--- src/rtl/flc_pkg.sv ---
package flc_pkg;
    typedef enum logic [1:0] {
        OP_NONE   = 2'd0,
        OP_PROG   = 2'd1,
        OP_BERASE = 2'd2,
        OP_CERASE = 2'd3
    } flc_op_e;

    typedef enum logic [2:0] {
        S_IDLE,
        S_PROGRAM,
        S_ERASE_BLK,
        S_ERASE_ALL,
        S_COMMIT
    } flc_state_e;
endpackage

--- src/rtl/flc_lock_regs.sv ---
module flc_lock_regs #(
    parameter int BLK_W = 3
) (
    input  logic                   clk,
    input  logic                   rst_n,
    input  logic                   we,
    input  logic [BLK_W-1:0]       blk,
    input  logic                   set_lock,
    output logic [(1<<BLK_W)-1:0]  lock_q
);
    localparam int NBLK = 1 << BLK_W;

    for (genvar b = 0; b < NBLK; b++) begin : g_lock
        always_ff @(posedge clk or negedge rst_n) begin
            if (!rst_n) begin
                lock_q[b] <= 1'b0;
            end else if (we && (blk == BLK_W'(b))) begin
                lock_q[b] <= set_lock;
            end
        end
    end
endmodule

--- src/rtl/flc_protect.sv ---
module flc_protect #(
    parameter int BLK_W = 3
) (
    input  logic                   prog_mode,
    input  logic                   boot_guard_n,
    input  logic                   array_guard_n,
    input  logic [(1<<BLK_W)-1:0]  lock_q,
    input  logic [BLK_W-1:0]       blk,
    output logic                   blk_prot,
    output logic                   any_prot
);
    localparam int NBLK = 1 << BLK_W;

    logic [NBLK-1:0] prot_vec;

    // Lock bits count only in in-system mode.
    for (genvar b = 0; b < NBLK; b++) begin : g_prot
        if (b == NBLK - 1) begin : g_boot
            assign prot_vec[b] = !boot_guard_n || (!prog_mode && lock_q[b]);
        end else begin : g_main
            assign prot_vec[b] = !array_guard_n || (!prog_mode && lock_q[b]);
        end
    end

    assign blk_prot = prot_vec[blk];
    assign any_prot = |prot_vec;
endmodule

--- src/rtl/flc_array.sv ---
module flc_array #(
    parameter int BLK_W = 3,
    parameter int OFS_W = 4
) (
    input  logic                    clk,
    input  logic                    rst_n,
    input  logic                    prog_en,
    input  logic                    erase_blk_en,
    input  logic                    erase_all_en,
    input  logic [BLK_W+OFS_W-1:0]  wr_addr,
    input  logic [7:0]              wr_data,
    input  logic [BLK_W+OFS_W-1:0]  rd_addr,
    output logic [7:0]              rd_q
);
    localparam int ADDR_W = BLK_W + OFS_W;
    localparam int DEPTH  = 1 << ADDR_W;

    logic [7:0]       cells [DEPTH];
    logic [BLK_W-1:0] wr_blk;

    assign wr_blk = wr_addr[ADDR_W-1:OFS_W];

    for (genvar g = 0; g < DEPTH; g++) begin : g_cell
        localparam logic [BLK_W-1:0] MY_BLK = BLK_W'(g >> OFS_W);
        logic [7:0] cell_q;

        always_ff @(posedge clk or negedge rst_n) begin
            if (!rst_n) begin
                cell_q <= 8'hFF;
            end else if (erase_all_en || (erase_blk_en && wr_blk == MY_BLK)) begin
                cell_q <= 8'hFF;
            end else if (prog_en && wr_addr == ADDR_W'(g)) begin
                // programming can only pull bits low
                cell_q <= cell_q & wr_data;
            end
        end

        assign cells[g] = cell_q;
    end

    assign rd_q = cells[rd_addr];
endmodule

--- src/rtl/flc_status.sv ---
module flc_status (
    input  logic       clk,
    input  logic       rst_n,
    input  logic       busy,
    input  logic       start,
    input  logic       rd_en,
    input  logic       poll_bit,
    input  logic [7:0] arr_q,
    output logic [7:0] rd_data
);
    logic tog_q;

    always_ff @(posedge clk or negedge rst_n) begin
        if (!rst_n) begin
            rd_data <= 8'h00;
            tog_q   <= 1'b0;
        end else begin
            if (start) begin
                tog_q <= 1'b0;
            end else if (rd_en && busy) begin
                tog_q <= ~tog_q;
            end
            if (rd_en) begin
                rd_data <= busy ? {poll_bit, tog_q, 6'b0} : arr_q;
            end
        end
    end
endmodule

--- src/rtl/flash_guard_ctrl.sv ---
module flash_guard_ctrl
    import flc_pkg::*;
#(
    parameter int BLK_W     = 3,
    parameter int OFS_W     = 4,
    parameter int PROG_CYC  = 10,
    parameter int ERASE_CYC = 200
) (
    input  logic                    clk,
    input  logic                    rst_n,
    input  logic                    prog_mode,
    input  logic                    boot_guard_n,
    input  logic                    array_guard_n,
    input  logic                    lock_we,
    input  logic [BLK_W-1:0]        lock_blk,
    input  logic                    lock_set,
    input  logic                    cmd_valid,
    input  logic [1:0]              cmd_op,
    input  logic [BLK_W+OFS_W-1:0]  cmd_addr,
    input  logic [7:0]              cmd_data,
    input  logic                    rd_en,
    input  logic [BLK_W+OFS_W-1:0]  rd_addr,
    output logic [7:0]              rd_data,
    output logic                    busy,
    output logic                    cmd_err
);
    localparam int ADDR_W  = BLK_W + OFS_W;
    localparam int NBLK    = 1 << BLK_W;
    localparam int MAX_CYC = (PROG_CYC > ERASE_CYC) ? PROG_CYC : ERASE_CYC;
    localparam int CNT_W   = $clog2(MAX_CYC + 1);

    flc_state_e        state_q, state_d;
    flc_op_e           req_op, lat_op;
    logic [CNT_W-1:0]  cnt_q;
    logic [ADDR_W-1:0] lat_addr;
    logic [7:0]        lat_data;
    logic [NBLK-1:0]   lock_q;
    logic              blk_prot, any_prot;
    logic              req, reject, start;
    logic              prog_en, erase_blk_en, erase_all_en, poll_bit;
    logic [7:0]        arr_q;

    assign req_op = flc_op_e'(cmd_op);

    flc_lock_regs #(.BLK_W(BLK_W)) u_locks (
        .clk      (clk),
        .rst_n    (rst_n),
        .we       (lock_we),
        .blk      (lock_blk),
        .set_lock (lock_set),
        .lock_q   (lock_q)
    );

    flc_protect #(.BLK_W(BLK_W)) u_prot (
        .prog_mode     (prog_mode),
        .boot_guard_n  (boot_guard_n),
        .array_guard_n (array_guard_n),
        .lock_q        (lock_q),
        .blk           (cmd_addr[ADDR_W-1:OFS_W]),
        .blk_prot      (blk_prot),
        .any_prot      (any_prot)
    );

    // Request screening: only taken in IDLE.
    always_comb begin
        req    = (state_q == S_IDLE) && cmd_valid && (req_op != OP_NONE);
        reject = 1'b0;
        if (req) begin
            if (req_op == OP_CERASE) begin
                reject = !prog_mode || any_prot;
            end else begin
                reject = blk_prot;
            end
        end
        start = req && !reject;
    end

    // Next-state logic.
    always_comb begin
        state_d = state_q;
        unique case (state_q)
            S_IDLE: begin
                if (start) begin
                    unique case (req_op)
                        OP_PROG:   state_d = S_PROGRAM;
                        OP_BERASE: state_d = S_ERASE_BLK;
                        OP_CERASE: state_d = S_ERASE_ALL;
                        default:   state_d = S_IDLE;
                    endcase
                end
            end
            S_PROGRAM, S_ERASE_BLK, S_ERASE_ALL: begin
                if (cnt_q == '0) state_d = S_COMMIT;
            end
            S_COMMIT: state_d = S_IDLE;
            default:  state_d = S_IDLE;
        endcase
    end

    // State register, busy counter and request latches.
    always_ff @(posedge clk or negedge rst_n) begin
        if (!rst_n) begin
            state_q  <= S_IDLE;
            cnt_q    <= '0;
            lat_op   <= OP_NONE;
            lat_addr <= '0;
            lat_data <= 8'h00;
            cmd_err  <= 1'b0;
        end else begin
            state_q <= state_d;
            cmd_err <= reject;
            if (start) begin
                lat_op   <= req_op;
                lat_addr <= cmd_addr;
                lat_data <= cmd_data;
                cnt_q    <= (req_op == OP_PROG) ? CNT_W'(PROG_CYC - 1)
                                                : CNT_W'(ERASE_CYC - 1);
            end else if (cnt_q != '0) begin
                cnt_q <= cnt_q - 1'b1;
            end
        end
    end

    // Outputs decoded from the state.
    always_comb begin
        busy         = (state_q != S_IDLE);
        prog_en      = (state_q == S_COMMIT) && (lat_op == OP_PROG);
        erase_blk_en = (state_q == S_COMMIT) && (lat_op == OP_BERASE);
        erase_all_en = (state_q == S_COMMIT) && (lat_op == OP_CERASE);
        poll_bit     = (lat_op == OP_PROG) ? ~lat_data[7] : 1'b0;
    end

    flc_array #(.BLK_W(BLK_W), .OFS_W(OFS_W)) u_array (
        .clk          (clk),
        .rst_n        (rst_n),
        .prog_en      (prog_en),
        .erase_blk_en (erase_blk_en),
        .erase_all_en (erase_all_en),
        .wr_addr      (lat_addr),
        .wr_data      (lat_data),
        .rd_addr      (rd_addr),
        .rd_q         (arr_q)
    );

    flc_status u_status (
        .clk      (clk),
        .rst_n    (rst_n),
        .busy     (busy),
        .start    (start),
        .rd_en    (rd_en),
        .poll_bit (poll_bit),
        .arr_q    (arr_q),
        .rd_data  (rd_data)
    );
endmodule

--- config.mk ---
export PLATFORM = sky130hd
export DESIGN_NAME = flash_guard_ctrl
export DESIGN_NICKNAME = d
export VERILOG_FILES = /design/src/rtl/flc_pkg.sv /design/src/rtl/flc_lock_regs.sv /design/src/rtl/flc_protect.sv /design/src/rtl/flc_array.sv /design/src/rtl/flc_status.sv /design/src/rtl/flash_guard_ctrl.sv
export SDC_FILE = /design/constraint.sdc
export NUM_CORES = 2
export LEC_CHECK = 0
export BUFFER_PORTS_ARGS = -buffer_cell sky130_fd_sc_hd__buf_4
export CORE_ASPECT_RATIO = 1.2
export CORE_MARGIN = 2
export CORE_UTILIZATION = 30
export CTS_CLUSTER_SIZE = 28
export DETAILED_ROUTE_END_ITERATION = 10
export PLACE_DENSITY = 0.43
export SYNTH_ARGS = -nofsm -noshare
export SYNTH_HDL_FRONTEND = slang
export SYNTH_SLANG_ARGS = --single-unit
--- constraint.sdc ---
create_clock -name clk -period 4.25 [get_ports clk]
set_input_delay 0 -clock clk [delete_from_list [all_inputs] [get_ports clk]]
set_output_delay 0 -clock clk [all_outputs]
set_load 0.03 [all_outputs]
Word-level counts from Yosys, hierarchy flattened
Index checks and enable logic that the tools add are counted.
{ "classes": {"addsub": 1, "n_lt_le_gt_ge": 2, "eq_ne": 153, "n_mux": 274, "bitwise": 131, "reduce_logical": 321} }
{ "ops": {"columns": ["op", "n"], "rows": [
  ["8-bit 2-to-1 mux", 262],
  ["8-bit bitwise AND", 128],
  ["7-bit equality test, second input constant", 64],
  ["2-bit nonzero test", 131],
  ["7-bit by 6-bit equality test with 1-bit output, second input constant", 32],
  ["1-bit logical AND", 159],
  ["7-bit by 5-bit equality test with 1-bit output, second input constant", 16],
  ["8-bit binary-select mux with 7-bit select", 1],
  ["7-bit by 4-bit equality test with 1-bit output, second input constant", 8],
  ["7-bit by 3-bit equality test with 1-bit output, second input constant", 4],
  ["3-bit equality test, second input constant", 9],
  ["3-bit by 2-bit equality test with 1-bit output, second input constant", 6],
  ["1-bit logical OR", 17],
  ["7-bit by 2-bit equality test with 1-bit output, second input constant", 2],
  ["3-bit by 1-bit equality test with 1-bit output, second input constant", 3],
  ["3-bit zero test", 3],
  ["2-bit equality test, second input constant", 4],
  ["8-bit greater-or-equal comparator, second input constant", 1],
  ["8-bit zero test", 1],
  ["7-bit NOT with 8-bit output", 1],
  ["8-bit nonzero test", 1],
  ["8-bit OR reduction", 1],
  ["8-bit by 1-bit subtractor with 8-bit output, second input constant", 1],
  ["7-bit by 1-bit equality test with 1-bit output, second input constant", 1],
  ["other kinds (14)", 26]
]} }
{ "totals": {"register_bits": 1070, "out_inout_bits": 10, "word_cells": 1026} }

Longest topological paths before layout
{ "depth": {"word_depth": 11, "ltp_mapped": 11, "depth_no_buf": 7} }

Cells and area by module
A second synthesis with hierarchy kept.
{ "hier_totals": {"cells_unflattened": 4112, "hier_area_um2": 48064.8} }
{ "by_module_without_submodules": {"columns": ["mod", "instances", "cells_per_inst", "area_each_um2", "seq_area_each_um2"], "rows": [
  ["flc_array", 1, 3916, 45726.4, 26905.8],
  ["flash_guard_ctrl", 1, 117, 1408.9, 725.7],
  ["flc_status", 1, 39, 420.4, 225.2],
  ["flc_lock_regs", 1, 24, 386.6, 200.2],
  ["flc_protect", 1, 16, 122.6, 0.0]
]} }

Least setup slack after synthesis
Ideal clock, no wire load.
{ "synth_path": {"path_type": "register -> register", "start": "reg u_locks.lock_q[3]", "end": "reg lat_addr[0]", "arrival_ps": 1904, "required_time_ps": 4125, "slack_ps": 2221, "path_stages_with_launch": 8, "synth_period_minus_slack_ps": 2029, "path_cell_list": "dfrtp_1 mux4_2 nand2b_1 and3_1 o21bai_1 a21oi_1 buf_2 mux2_2"} }
{ "synth_between": {"elab_chain_cells": 8, "elab_cells_between_ends": 10, "classes_between": "mux: 4; reduce/logical: 6"} }
{ "synth_lines": {"columns": ["item", "line_no", "source"], "rows": [
  ["start: declaration", "flc_lock_regs.sv:9", "output logic [(1<<BLK_W)-1:0] lock_q"],
  ["start signal: indexed assignment", "flc_lock_regs.sv:18", "lock_q[b] <= set_lock;"],
  ["1-bit logical AND *", "flc_protect.sv:21", "assign prot_vec[b] = !array_guard_n || (!prog_mode && lock_q[b]);"],
  ["1-bit logical OR *", "flc_protect.sv:21", null],
  ["1-bit binary-select mux with 3-bit select or 8-bit OR reduction (tied branches)", "flc_protect.sv:25, flc_protect.sv:26", null],
  ["1-bit 2-to-1 mux (not written as such) or 1-bit logical OR (tied branches)", "flc_protect.sv:25, flash_guard_ctrl.sv:70", null],
  ["1-bit 2-to-1 mux *", "flash_guard_ctrl.sv:69", "if (req_op == OP_CERASE) begin"],
  ["1-bit 2-to-1 mux *", "flash_guard_ctrl.sv:68", "if (req) begin"],
  ["1-bit zero test *", "flash_guard_ctrl.sv:75", "start = req && !reject;"],
  ["1-bit logical AND *", "flash_guard_ctrl.sv:75", null],
  ["end signal: assignment", "flash_guard_ctrl.sv:114", "lat_addr <= cmd_addr;"],
  ["end: declaration", "flash_guard_ctrl.sv:35", "logic [ADDR_W-1:0] lat_addr;"]
]} }
Mark *: on every way between the ends. The rest lies on a longest branch, timed or not. The select of a mux whose other input is x is not followed.
A chain may end at the register's enable or synchronous reset.

Worst setup path in the final report
{ "layout_path": {"start": "reg lat_addr[2]", "end": "reg u_array.g_cell[124].cell_q[7]"} }
{ "layout_between": {"elab_chain_cells": 3} }
{ "layout_lines": {"columns": ["item", "line_no", "source"], "rows": [
  ["7-bit equality test", "flc_array.sv:32", "end else if (prog_en && wr_addr == ADDR_W'(g)) begin"],
  ["1-bit logical AND", "flc_array.sv:32", null],
  ["2-bit nonzero test (no line)", null, null],
  ["end signal: assignment", "flc_array.sv:34", "cell_q <= cell_q & wr_data;"],
  ["end: declaration", "flc_array.sv:25", "logic [7:0] cell_q;"]
]} }
No other way between the ends.

==> impl_metrics.toml <==
[power]
power_density_mw_per_mm2 = 392
ir_drop_mv = 0.352
leakage_nw = 25.9

[placement]
port-buffer-count = 45
dp_hpwl_microns = 104000
dp_worst_setup_slack_ps = 1050
place_area_sq_mm = 0.0514
place_inst = 6426
gp_congestion = 0.823

[routing]
drtAntennaViolNets = 0
wl_microns = 170000
wl_per_cell_microns = 25.4
first_iter_violations = 2875
drt_pre_antenna_iters = 6
num_vias = 35400
via_per_inst = 5.29
drc_errors = 0

[sta]
finalHoldViolCount = 0
period_share_pct = 72.2
setup_ws_ps = 1180
fin_skew_ps = 36.8
setup_viol = 0
max_freq_ghz = 0.326
fin_crit_ps = 3070
report.final.slew_viol_count = 0
max_slew_margin_pct = 18.7
rsz0062_at_grt = "false"
worstMarginPinSlew_ps = 1220
setup_tns_ps = 0

[setup_path]
cpMaxStageDelayCell = "nor3_2"
critPathMaxFanout = 8
crit_path_frequent_cell = "nand2_1"
path_class = "flip-flop to flip-flop"
crit_path_start_kind = "flip-flop"
worst-path-buf-inv = 0
crit_path_cell_trace = "nand2_1 > nor3_2 > and2_1 > nand2_1 > o21ai_0 > nand2_1"
critPathCaptureType = "flip-flop"
arrival_ps = 3700
cpPeakStageDelay_ps = 770
cp.required_ps = 4880
crit_family = "simple AND/OR/NAND/NOR gates"

[cts]
clkTransAtPathRegs_ps = 60
tritoncts = "done"
cts_sinks = 1070
clk_path_buf_depth = 3
clock_latency_ps = 750
ctsRootBufferMaster = "clkbuf_16"
cts_resized = 0
cts_made_buffers = 116
cts_max_level = 3

[cells_and_area]
final_cell_count_no_fill = 6689
area_growth_pct = 15.0
num-nets-final = 4509
final_layout_size_suffix_gt1_share_pct = 35.6
postLayoutCellArea_sq_mm = 0.0559

[yosys]
synth_fp_nets = 4525
yosys.cell_count.top_type = "nand2_1"
synth_edf_count = 0
synth.cell_area_sq_mm = 0.0486
synth_cells = 4487
yosysTopAreaCell = "dfstp_2"
ys.flop_type = "dfstp_2"
synth_warnings = 0
ys_seq_elements = 1070
ys_seq_area_share_pct = 57.7
synthTopCellsByArea = "dfstp_2 (55%), o21ai_0 (11%), nand2_1 (9.2%)"
ys_types = 66
synth_top_area_share_pct = 55.4
yosys-top-cells-count = "nand2_1 (1185), o21ai_0 (1041), dfstp_2 (1024)"
ys_async_sr_fraction_pct = 100
syn-mean-instance-area_sq_um = 10.8

[die]
core_sq_mm = 0.161
rows = 161
ios = 46
fp.dieW_microns = 371
die_area_sq_mm = 0.165
start_util_pct = 30.2
die_h_microns = 445

[global_route]
grt_pass1_wl_microns = 255000
met3_usage_pct = 2.39
grtUsageMet1_pct = 28.9
grt_start_max_net_pins = 130
busiest_layer = "met2"
grt_pass1_vias = 36000
grtUsageTotal_pct = 20.5
antenna_found_initial = 4
gr-usage-met2_pct = 33.2
gr-total-overflow = 0

[run_status]
status = "finished clean"

[min_path]
hp-class = "input port to flip-flop"

[flow_run]
drv_cap = 0
timing repair:
item                                   in CTS  in global routing
setup buffers                               0                  0
hold buffers                               46                  0
endpoints found under the hold margin     139                  0
worst min-delay path, stage by stage:
cell and delay (ps):
dlygate4sd3_1 530, buf_4 110, mux2_2 140
metrics by stage:
stage / power [mW] / util, % / hold WS [ps]
3_3_place_gp: 11.4 / 32.0 / 154
2_1_floorplan: 10.9 / - / -296
5_1_grt: 22.7 / 34.8 / 39.4
6_report: 21.9 / 34.8 / 56.6
4_1_cts: 22.2 / 34.8 / 2.67
3_5_place_dp: 11.4 / 32.0 / 153
sequential cells by signal (all words and copies together) (netlist names):
name                   cells
cmd_err                    1
state_q                    3
lat_data                   8
cnt_q                      8
u_status.rd_data           8
u_locks.lock_q             8
lat_op                     2
u_array.g_cell.cell_q   1024
lat_addr                   7
u_status.tog_q             1
layer usage:
metal,vias up,part of all wire (%)
met2,891,48
li1,15700,-
met4,0,2.5
met3,201,4.4
met1,18600,45
met5,-,0
final cells by class:
class | instances | area, sq um
antenna | 3 | 7.51
sequential | 1070 | 28100
inverter | 11 | 41.3
multi-input combinational | 3053 | 18900
fill | 16100 | 105000
timing repair buffer | 219 | 2170
clock buffer | 178 | 3520
clock inverter | 36 | 478
tap | 2119 | 2650
placed cells by master (no fill, tap or decap), drive strengths merged, types with 18 or more instances in the layout:
cell,Yosys,routed
nor2,37,37
dlygate4sd3,0,46
nand2b,18,18
and2,39,39
o21ai,1057,1057
nand2,1185,1185
dfrtp,46,46
clkbuf,286,178
a21oi,43,43
mux4,183,183
nor3,27,27
clkinv,1,23
buf,67,173
mux2i,179,179
o221ai,67,67
dfstp,1024,1024
mux2,25,25
nand3,28,28
o22ai,41,41
final timing paths:
path	from	endpoint	slack (ps)	cells past startpoint
setup / recovery	lat_addr[2]	u_array.g_cell[124].cell_q[7]	1180	6
hold / removal	cmd_data[6]	lat_data[6]	60	3
max in group asynchronous	rst_n	u_locks.lock_q[4]	2460	4
setup reg to reg	lat_addr[2]	u_array.g_cell[124].cell_q[7]	1180	6
min in group asynchronous	rst_n	cmd_err	530	3
hold reg to reg	u_array.g_cell[20].cell_q[2]	u_array.g_cell[20].cell_q[2]	470	2
power by group:
group	switching [mW]	total [mW]	internal [mW]
sequential	0.0205	10.3	10.3
combinational	0.652	0.950	0.298
clock	4.41	10.7	6.28
kinds of logic after synthesis:
group	share of synthesized area (%)
adder cells (fa/ha/maj)	0.0515
multiplexers	12.8
AO/OA/AOI/OAI	14.2
XOR/XNOR	0.126
buffers and inverters	3.65
AND/OR/NAND/NOR	11.4
flip-flops	57.7
(Power assumes the default switching activity.)
